[src/rtl/ohl_pkg.sv]
package ohl_pkg;

  typedef enum logic [2:0] {
    ST_IDLE,
    ST_FOLD,
    ST_READ_LO,
    ST_READ_HI,
    ST_DONE
  } ohlState_e;

  // strobes from control to datapath
  typedef struct packed {
    logic load;       // latch request
    logic foldStep;   // fold one chunk
    logic issueLo;    // read stored-handle word
    logic issueHi;    // read context word
    logic captureLo;  // keep stored handle
    logic finish;     // decode context, report
    logic finishErr;  // report out-of-table index
  } ohlStrobe_t;

endpackage

[src/rtl/ohl_ctrl.sv]
module ohl_ctrl
  import ohl_pkg::*;
(
  input  logic       clk,
  input  logic       rstN,
  input  logic       start,
  input  logic       foldLast,
  input  logic       rangeBad,
  output ohlStrobe_t stb,
  output logic       busy
);

  ohlState_e stateQ, stateNxt;

  always_ff @(posedge clk) begin
    if (!rstN) stateQ <= ST_IDLE;
    else       stateQ <= stateNxt;
  end

  always_comb begin
    stb      = '0;
    stateNxt = stateQ;
    unique case (stateQ)
      ST_IDLE: begin
        if (start) begin
          stb.load = 1'b1;
          stateNxt = ST_FOLD;
        end
      end
      ST_FOLD: begin
        stb.foldStep = 1'b1;
        if (foldLast) begin
          if (rangeBad) begin
            stb.finishErr = 1'b1;
            stateNxt      = ST_IDLE;
          end else begin
            stateNxt = ST_READ_LO;
          end
        end
      end
      ST_READ_LO: begin
        stb.issueLo = 1'b1;
        stateNxt    = ST_READ_HI;
      end
      ST_READ_HI: begin
        stb.issueHi   = 1'b1;
        stb.captureLo = 1'b1;
        stateNxt      = ST_DONE;
      end
      ST_DONE: begin
        stb.finish = 1'b1;
        stateNxt   = ST_IDLE;
      end
      default: stateNxt = ST_IDLE;
    endcase
  end

  assign busy = (stateQ != ST_IDLE);

  // once a lookup runs it stays busy until it reports
  p_busy_hold_r9: assert property (@(posedge clk) disable iff (!rstN)
    (busy && !stb.finish && !stb.finishErr) |=> busy);

  // the context read always follows the handle read
  p_read_order_r4: assert property (@(posedge clk) disable iff (!rstN)
    stb.issueLo |=> (stb.issueHi && stb.captureLo));

endmodule

[src/rtl/ohl_datapath.sv]
module ohl_datapath
  import ohl_pkg::*;
#(
  parameter int HANDLE_W  = 32,
  parameter int CHAN_W    = 5,
  parameter int CODE_W    = 2,
  parameter int BASE_W    = 4,
  parameter int MIN_LOG2  = 12,
  parameter int HASH_W    = 14,
  parameter int WORD_AW   = 15,
  parameter int INST_W    = 16,
  parameter int INST_SH   = 4,
  parameter int ENG_W     = 2,
  parameter int ENG_LSB   = 16,
  parameter int CHAN_LSB  = 24,
  parameter int VALID_BIT = 31
) (
  input  logic                        clk,
  input  logic                        rstN,
  input  ohlStrobe_t                  stb,
  input  logic [HANDLE_W-1:0]         handle,
  input  logic [CHAN_W-1:0]           chanId,
  input  logic [CODE_W-1:0]           sizeCode,
  input  logic [BASE_W-1:0]           tblBase,
  input  logic [HANDLE_W-1:0]         memRdData,
  output logic                        foldLast,
  output logic                        rangeBad,
  output logic                        memRdEn,
  output logic [WORD_AW-1:0]          memAddr,
  output logic                        done,
  output logic                        hit,
  output logic                        miss,
  output logic                        err,
  output logic [INST_W+INST_SH-1:0]   instAddr,
  output logic [ENG_W-1:0]            engine,
  output logic [CHAN_W-1:0]           entryChan
);

  localparam int SHW      = $clog2(HANDLE_W + 1);
  localparam int MIX_W    = HASH_W + CHAN_W;
  localparam int LIM_BASE = MIN_LOG2 - 3;   // index*8 < 2^log2
  localparam int WORD_SH  = MIN_LOG2 - 2;   // base in words

  logic [HANDLE_W-1:0] handleQ, remQ, loQ;
  logic [HASH_W-1:0]   hashQ;
  logic [CODE_W-1:0]   codeQ;
  logic [CHAN_W-1:0]   chanQ;
  logic [BASE_W-1:0]   baseQ;
  logic [WORD_AW-1:0]  idxQ;
  logic [MIX_W-1:0]    finalHashQ;

  logic [SHW-1:0]      chunkW;
  logic [HANDLE_W-1:0] chunkMask, nextRem;
  logic [HASH_W-1:0]   foldedHash;
  logic [MIX_W-1:0]    mixedHash;
  logic [WORD_AW-1:0]  wordIdx;
  logic                tagOk, hitNow;

  // ---- fold step, channel mix and range ----
  always_comb begin
    chunkW     = SHW'(MIN_LOG2 - 1) + SHW'(codeQ);
    chunkMask  = (HANDLE_W'(1) << chunkW) - HANDLE_W'(1);
    foldedHash = hashQ ^ HASH_W'(remQ & chunkMask);
    nextRem    = remQ >> chunkW;
    foldLast   = (nextRem == '0);
    mixedHash  = MIX_W'(foldedHash) ^ (MIX_W'(chanQ) << (chunkW - SHW'(4)));
    rangeBad   = ((mixedHash >> (LIM_BASE + int'(codeQ))) != '0);
    wordIdx    = (WORD_AW'(baseQ) << WORD_SH)
               + (WORD_AW'(mixedHash[HASH_W-1:0]) << 1);
  end

  always_ff @(posedge clk) begin
    if (!rstN) begin
      handleQ    <= '0;
      remQ       <= '0;
      hashQ      <= '0;
      codeQ      <= '0;
      chanQ      <= '0;
      baseQ      <= '0;
      idxQ       <= '0;
      finalHashQ <= '0;
    end else if (stb.load) begin
      handleQ <= handle;
      remQ    <= handle;
      hashQ   <= '0;
      codeQ   <= sizeCode;
      chanQ   <= chanId;
      baseQ   <= tblBase;
    end else if (stb.foldStep) begin
      remQ       <= nextRem;
      hashQ      <= foldedHash;
      idxQ       <= wordIdx;
      finalHashQ <= mixedHash;
    end
  end

  // ---- memory port ----
  assign memRdEn = stb.issueLo | stb.issueHi;
  assign memAddr = stb.issueHi ? idxQ + WORD_AW'(1) : idxQ;

  always_ff @(posedge clk) begin
    if (!rstN)              loQ <= '0;
    else if (stb.captureLo) loQ <= memRdData;
  end

  // ---- decode and report ----
  assign tagOk  = (loQ == handleQ);
  assign hitNow = tagOk && memRdData[VALID_BIT];

  always_ff @(posedge clk) begin
    if (!rstN) begin
      done      <= 1'b0;
      hit       <= 1'b0;
      miss      <= 1'b0;
      err       <= 1'b0;
      instAddr  <= '0;
      engine    <= '0;
      entryChan <= '0;
    end else begin
      done <= stb.finish | stb.finishErr;
      if (stb.finishErr) begin
        hit       <= 1'b0;
        miss      <= 1'b0;
        err       <= 1'b1;
        instAddr  <= '0;
        engine    <= '0;
        entryChan <= '0;
      end else if (stb.finish) begin
        hit       <= hitNow;
        miss      <= !hitNow;
        err       <= 1'b0;
        instAddr  <= hitNow ? {memRdData[INST_W-1:0], INST_SH'(0)} : '0;
        engine    <= hitNow ? memRdData[ENG_LSB +: ENG_W] : '0;
        entryChan <= hitNow ? memRdData[CHAN_LSB +: CHAN_W] : '0;
      end
    end
  end

  // completion strobe lasts one cycle
  p_done_pulse_r10: assert property (@(posedge clk) disable iff (!rstN)
    done |=> !done);

  // exactly one outcome flag accompanies done
  p_one_outcome_r7: assert property (@(posedge clk) disable iff (!rstN)
    done |-> ($countones({hit, miss, err}) == 1));

  // memory is only read for an index inside the table
  p_in_range_r5: assert property (@(posedge clk) disable iff (!rstN)
    stb.issueLo |-> ((finalHashQ >> (LIM_BASE + int'(codeQ))) == '0));

endmodule

[src/rtl/ohl_lookup.sv]
module ohl_lookup
  import ohl_pkg::*;
#(
  parameter int HANDLE_W  = 32,
  parameter int CHAN_W    = 5,
  parameter int CODE_W    = 2,
  parameter int BASE_W    = 4,
  parameter int MIN_LOG2  = 12,
  parameter int INST_W    = 16,
  parameter int INST_SH   = 4,
  parameter int ENG_W     = 2,
  parameter int ENG_LSB   = 16,
  parameter int CHAN_LSB  = 24,
  parameter int VALID_BIT = 31,
  localparam int MAX_LOG2 = MIN_LOG2 + (1 << CODE_W) - 1,
  localparam int HASH_W   = MAX_LOG2 - 1,
  localparam int TOP_A    = BASE_W + MIN_LOG2,
  localparam int BYTE_AW  = ((TOP_A > MAX_LOG2) ? TOP_A : MAX_LOG2) + 1,
  localparam int WORD_AW  = BYTE_AW - 2
) (
  input  logic                      clk,
  input  logic                      rstN,
  input  logic                      start,
  input  logic [HANDLE_W-1:0]       handle,
  input  logic [CHAN_W-1:0]         chanId,
  input  logic [CODE_W-1:0]         sizeCode,
  input  logic [BASE_W-1:0]         tblBase,
  output logic                      memRdEn,
  output logic [WORD_AW-1:0]        memAddr,
  input  logic [HANDLE_W-1:0]       memRdData,
  output logic                      busy,
  output logic                      done,
  output logic                      hit,
  output logic                      miss,
  output logic                      err,
  output logic [INST_W+INST_SH-1:0] instAddr,
  output logic [ENG_W-1:0]          engine,
  output logic [CHAN_W-1:0]         entryChan
);

  ohlStrobe_t stb;
  logic       foldLast, rangeBad;

  ohl_ctrl uCtrl (
    .clk      (clk),
    .rstN     (rstN),
    .start    (start),
    .foldLast (foldLast),
    .rangeBad (rangeBad),
    .stb      (stb),
    .busy     (busy)
  );

  ohl_datapath #(
    .HANDLE_W (HANDLE_W),  .CHAN_W   (CHAN_W),   .CODE_W   (CODE_W),
    .BASE_W   (BASE_W),    .MIN_LOG2 (MIN_LOG2), .HASH_W   (HASH_W),
    .WORD_AW  (WORD_AW),   .INST_W   (INST_W),   .INST_SH  (INST_SH),
    .ENG_W    (ENG_W),     .ENG_LSB  (ENG_LSB),  .CHAN_LSB (CHAN_LSB),
    .VALID_BIT(VALID_BIT)
  ) uData (
    .clk       (clk),
    .rstN      (rstN),
    .stb       (stb),
    .handle    (handle),
    .chanId    (chanId),
    .sizeCode  (sizeCode),
    .tblBase   (tblBase),
    .memRdData (memRdData),
    .foldLast  (foldLast),
    .rangeBad  (rangeBad),
    .memRdEn   (memRdEn),
    .memAddr   (memAddr),
    .done      (done),
    .hit       (hit),
    .miss      (miss),
    .err       (err),
    .instAddr  (instAddr),
    .engine    (engine),
    .entryChan (entryChan)
  );

  // the second read of a pair addresses the next word
  p_read_pair_r4: assert property (@(posedge clk) disable iff (!rstN)
    $rose(memRdEn) |=> (memRdEn && (memAddr == $past(memAddr) + WORD_AW'(1))));

  // an error result is never preceded by a read
  p_err_no_read_r5: assert property (@(posedge clk) disable iff (!rstN)
    (done && err) |-> !$past(memRdEn));

endmodule

[config.mk]
export PLATFORM = sky130hd
export DESIGN_NAME = ohl_lookup
export DESIGN_NICKNAME = d
export VERILOG_FILES = /design/src/rtl/ohl_pkg.sv /design/src/rtl/ohl_ctrl.sv /design/src/rtl/ohl_datapath.sv /design/src/rtl/ohl_lookup.sv
export SDC_FILE = /design/constraint.sdc
export NUM_CORES = 1
export LEC_CHECK = 0
export BUFFER_PORTS_ARGS = -buffer_cell sky130_fd_sc_hd__clkbuf_2
export CORE_MARGIN = 2
export CORE_UTILIZATION = 57
export DETAILED_ROUTE_END_ITERATION = 10
export MAX_ROUTING_LAYER = met4
export PLACE_DENSITY = 0.88
export SLEW_MARGIN = 10
export SYNTH_ARGS = -nofsm -noshare
export SYNTH_HDL_FRONTEND = slang
export SYNTH_SLANG_ARGS = --single-unit
[constraint.sdc]
create_clock -name clk -period 4.4 [get_ports clk]
set_clock_uncertainty 0.2 [all_clocks]
set_input_delay 0.22 -clock clk [delete_from_list [all_inputs] [get_ports clk]]
set_output_delay 0.22 -clock clk [all_outputs]
set_load 0.1 [all_outputs]
==> impl_metrics.ini <==
[clock_network]
clockBufferDepth = 2
clkLatencyLatePin_ns = 0.43
numCtsBuffers = 17
cts_setup_buffers = 0
clk_pin_slew_ns = 0.07
htree_levels = 4
cts.sinks = 165
root_buffer = clkbuf_16
cts-resized-gates = 0
cts_tree = built

[yosys]
synth_edf_count = 0
synthAdderAreaFrac = 0.0182
ys_ff_latch = 165
yosysSeqAreaShare = 0.414
synthFlopType = dfxtp_1
synthSimpleGateAreaFrac = 0.194
synth_area_leaders = dfxtp_1 (41%), a21boi_0 (10%), nand2_1 (10%)
yosys.area.top_type = dfxtp_1
yosysWarnings = 0
synth_area_mm2 = 0.00798
async_flop_share = 0
synthXorXnorAreaFrac = 0.0824
synth_top_area_share = 0.414
synth.distinct_cells = 62
synth_top_family_by_area = compound AO/OA/AOI/OAI gates
synth_cells = 903
synthMuxAreaShare = 0.0431
syn_avg_cell_area_um2 = 8.83
synth_compound_area_frac = 0.200

[pwr]
p_clk_frac = 0.411
p_sw_frac = 0.296
power_mw = 4.01
powerDensity_mw_per_mm2 = 401
seqPwrFrac = 0.408
ir_worst_vdd_uv = 284
combPwrFrac = 0.181
internal_power_mw = 2.83
p_leak_nw = 3.96
p_switching_mw = 1.19

[place]
gp_congestion = 0.926
io_buffer_count = 121
dp.cells = 1152
hpwl_um = 13800
place_ws_ns = 0.609
dpl_cell_area_mm2 = 0.00859

[global_route]
use_met2 = 0.537
grt_pass1_vias = 6975
met1_usage = 0.352
grt_pass1_wl_um = 35100
grt.overflow.total = 0
grt_antenna_before_repair = 0
use_met3 = 0.0623
grtUsageTotal = 0.314
grt_start_max_net_pins = 92
grt_busiest_layer = met2

[floorplanning]
die_w_um = 122
num_io_pins = 126
std_cell_rows = 43
start_util = 0.579
fp.dieH_um = 122
core_mm2 = 0.0138
dieArea_mm2 = 0.0150

[finish]
fin_area_mm2 = 0.00999
diodes = 0
fin_util = 0.726
drive_above_1_share = 0.185
layout.nets = 1155
final-seq-area_mm2 = 0.00330
syn_to_final_growth_pct = 25.3
fillers = 968
stdcell_count = 1259
multi_input_comb_area_mm2 = 0.00430

[timing]
max_freq_mhz = 264
hold_ws_ns = 0.0803
slew_headroom = 0.410
maxSlewViolCount = 0
min_period_over_period = 0.862
setup_ws_ns = 0.607
layout_min_cycle_time_ns = 3.79
finalSetupViolCount = 0
worstMarginPinSlew_ns = 0.885
setup_tns_ns = 0
rsz0062_at_grt = no
hold_viol_final = 0

[setup_path]
cp-startpoint = uData.codeQ[1]
path_max_fanout = 13
r2r_start = uData.codeQ[1]
cp-end-kind = flop
reg2reg_slack_ns = 0.61
crit_end = uData.idxQ[14]
path_class = reg -> reg
reg2regPathDepth = 17
crit_required_ns = 4.53
cp.arrival_ns = 3.92
r2r-end = uData.idxQ[14]
start_kind = flop

[routing]
vias_per_cell = 5.69
drt_wl_total_um = 22300
drcViolationCount = 0
drt_first_pass_iters = 5
routedWlPerCell_um = 17.7
drt_iter0_markers = 505
antenna_left = 0
vias = 7165

[run]
drv_cap = 0

[run_status]
status = finished clean

[hold_path]
worst_hold_path_type = in -> reg
whs_path_depth = 2
-- worst max-delay path, cell delays in order, from the launching register on --
cell	delay, ns
dfxtp_1	0.31
inv_1	0.16
buf_4	0.22
ha_1	0.21
nand2_1	0.10
ha_1	0.19
a21boi_0	0.11
o21ai_0	0.29
xnor2_1	0.12
xnor2_1	0.24
inv_1	0.14
fa_1	0.46
a21o_1	0.18
a21oi_1	0.17
xor2_1	0.20
xnor2_1	0.13
o21ai_0	0.07
and2_1	0.19
-- registers in the layout, indices dropped and copies added (netlist names), 4 cells and up --
| name | flops |
|---|---|
| uData.baseQ | 4 |
| uData.loQ | 32 |
| uData.instAddr | 16 |
| uData.chanQ | 5 |
| uData.remQ | 32 |
| uData.handleQ | 32 |
| uData.hashQ | 14 |
| uData.entryChan | 5 |
| uData.idxQ | 14 |
-- cell type report --
type,count,area share
inverter,12,0.00451
timing repair buffer,210,0.146
sequential,165,0.331
tap,180,0.0225
clock buffer,18,0.0439
clock inverter,14,0.0214
multi-input combinational,660,0.430
-- placed cells by master (no fill, tap or decap), types with 11 or more instances in the layout --
cell type / instances
inv_1: 11
a21boi_0: 108
xor2_1: 24
nor3b_2: 18
a22oi_1: 36
buf_4: 15
mux2i_1: 16
o21ai_0: 13
dlygate4sd3_1: 75
nor2_1: 31
dfxtp_1: 164
xnor2_1: 51
clkbuf_2: 120
a21oi_1: 19
clkbuf_16: 17
nand2_1: 216
-- cells in the mapped netlist (11+ instances only) --
| library cell | count |
|---|---|
| mux2i_1 | 16 |
| nand2_1 | 216 |
| a21oi_1 | 19 |
| a22oi_1 | 36 |
| nor3b_2 | 18 |
| xnor2_1 | 51 |
| clkbuf_1 | 49 |
| inv_1 | 11 |
| a21boi_0 | 108 |
| xor2_1 | 24 |
| nor2_1 | 31 |
| dfxtp_1 | 165 |
| o21ai_0 | 13 |
-- per-layer routing --
layer,part of all wire,up-vias
li1,-,3419
met5,0,-
met4,0.040,0
met3,0.060,67
met1,0.40,3360
met2,0.50,319
-- power by group through the flow --
stage	clock [mW]	combinational, mW	sequential, mW
CTS	1.65	0.714	1.63
global route	1.72	0.781	1.64
global placement	0	0.649	1.66
floorplan	0	0.417	1.74
detailed placement	0	0.659	1.67
finish	1.65	0.726	1.64
-- logic make-up after synthesis --
kind of cell | count (synthesis)
AOI/OAI and AO/OA | 217
xor gates and xnor gates | 75
adders and majority gates | 11
buffers and inverters | 81
DFF | 165
muxes | 26
other | 1
and+or+nand+nor | 327
-- worst min path at each step --
stage / start / endpoint / slack [ns]
global placement: uData.idxQ[11] / uData.idxQ[11] / 0.25
finish: rstN / uData.done / 0.08
global route: rstN / uData.done / 0.1
CTS: rstN / uData.err / 0.07
floorplan: tblBase[0] / uData.baseQ[0] / 0.16
detailed placement: memRdData[29] / uData.loQ[29] / 0.26
-- repair_timing --
item	4_1_cts	5_1_grt
hold buffers	75	0
setup endpoints to repair	0	0
endpoints found under the hold margin	130	0
No activity file was read; power rests on OpenSTA's default activity.
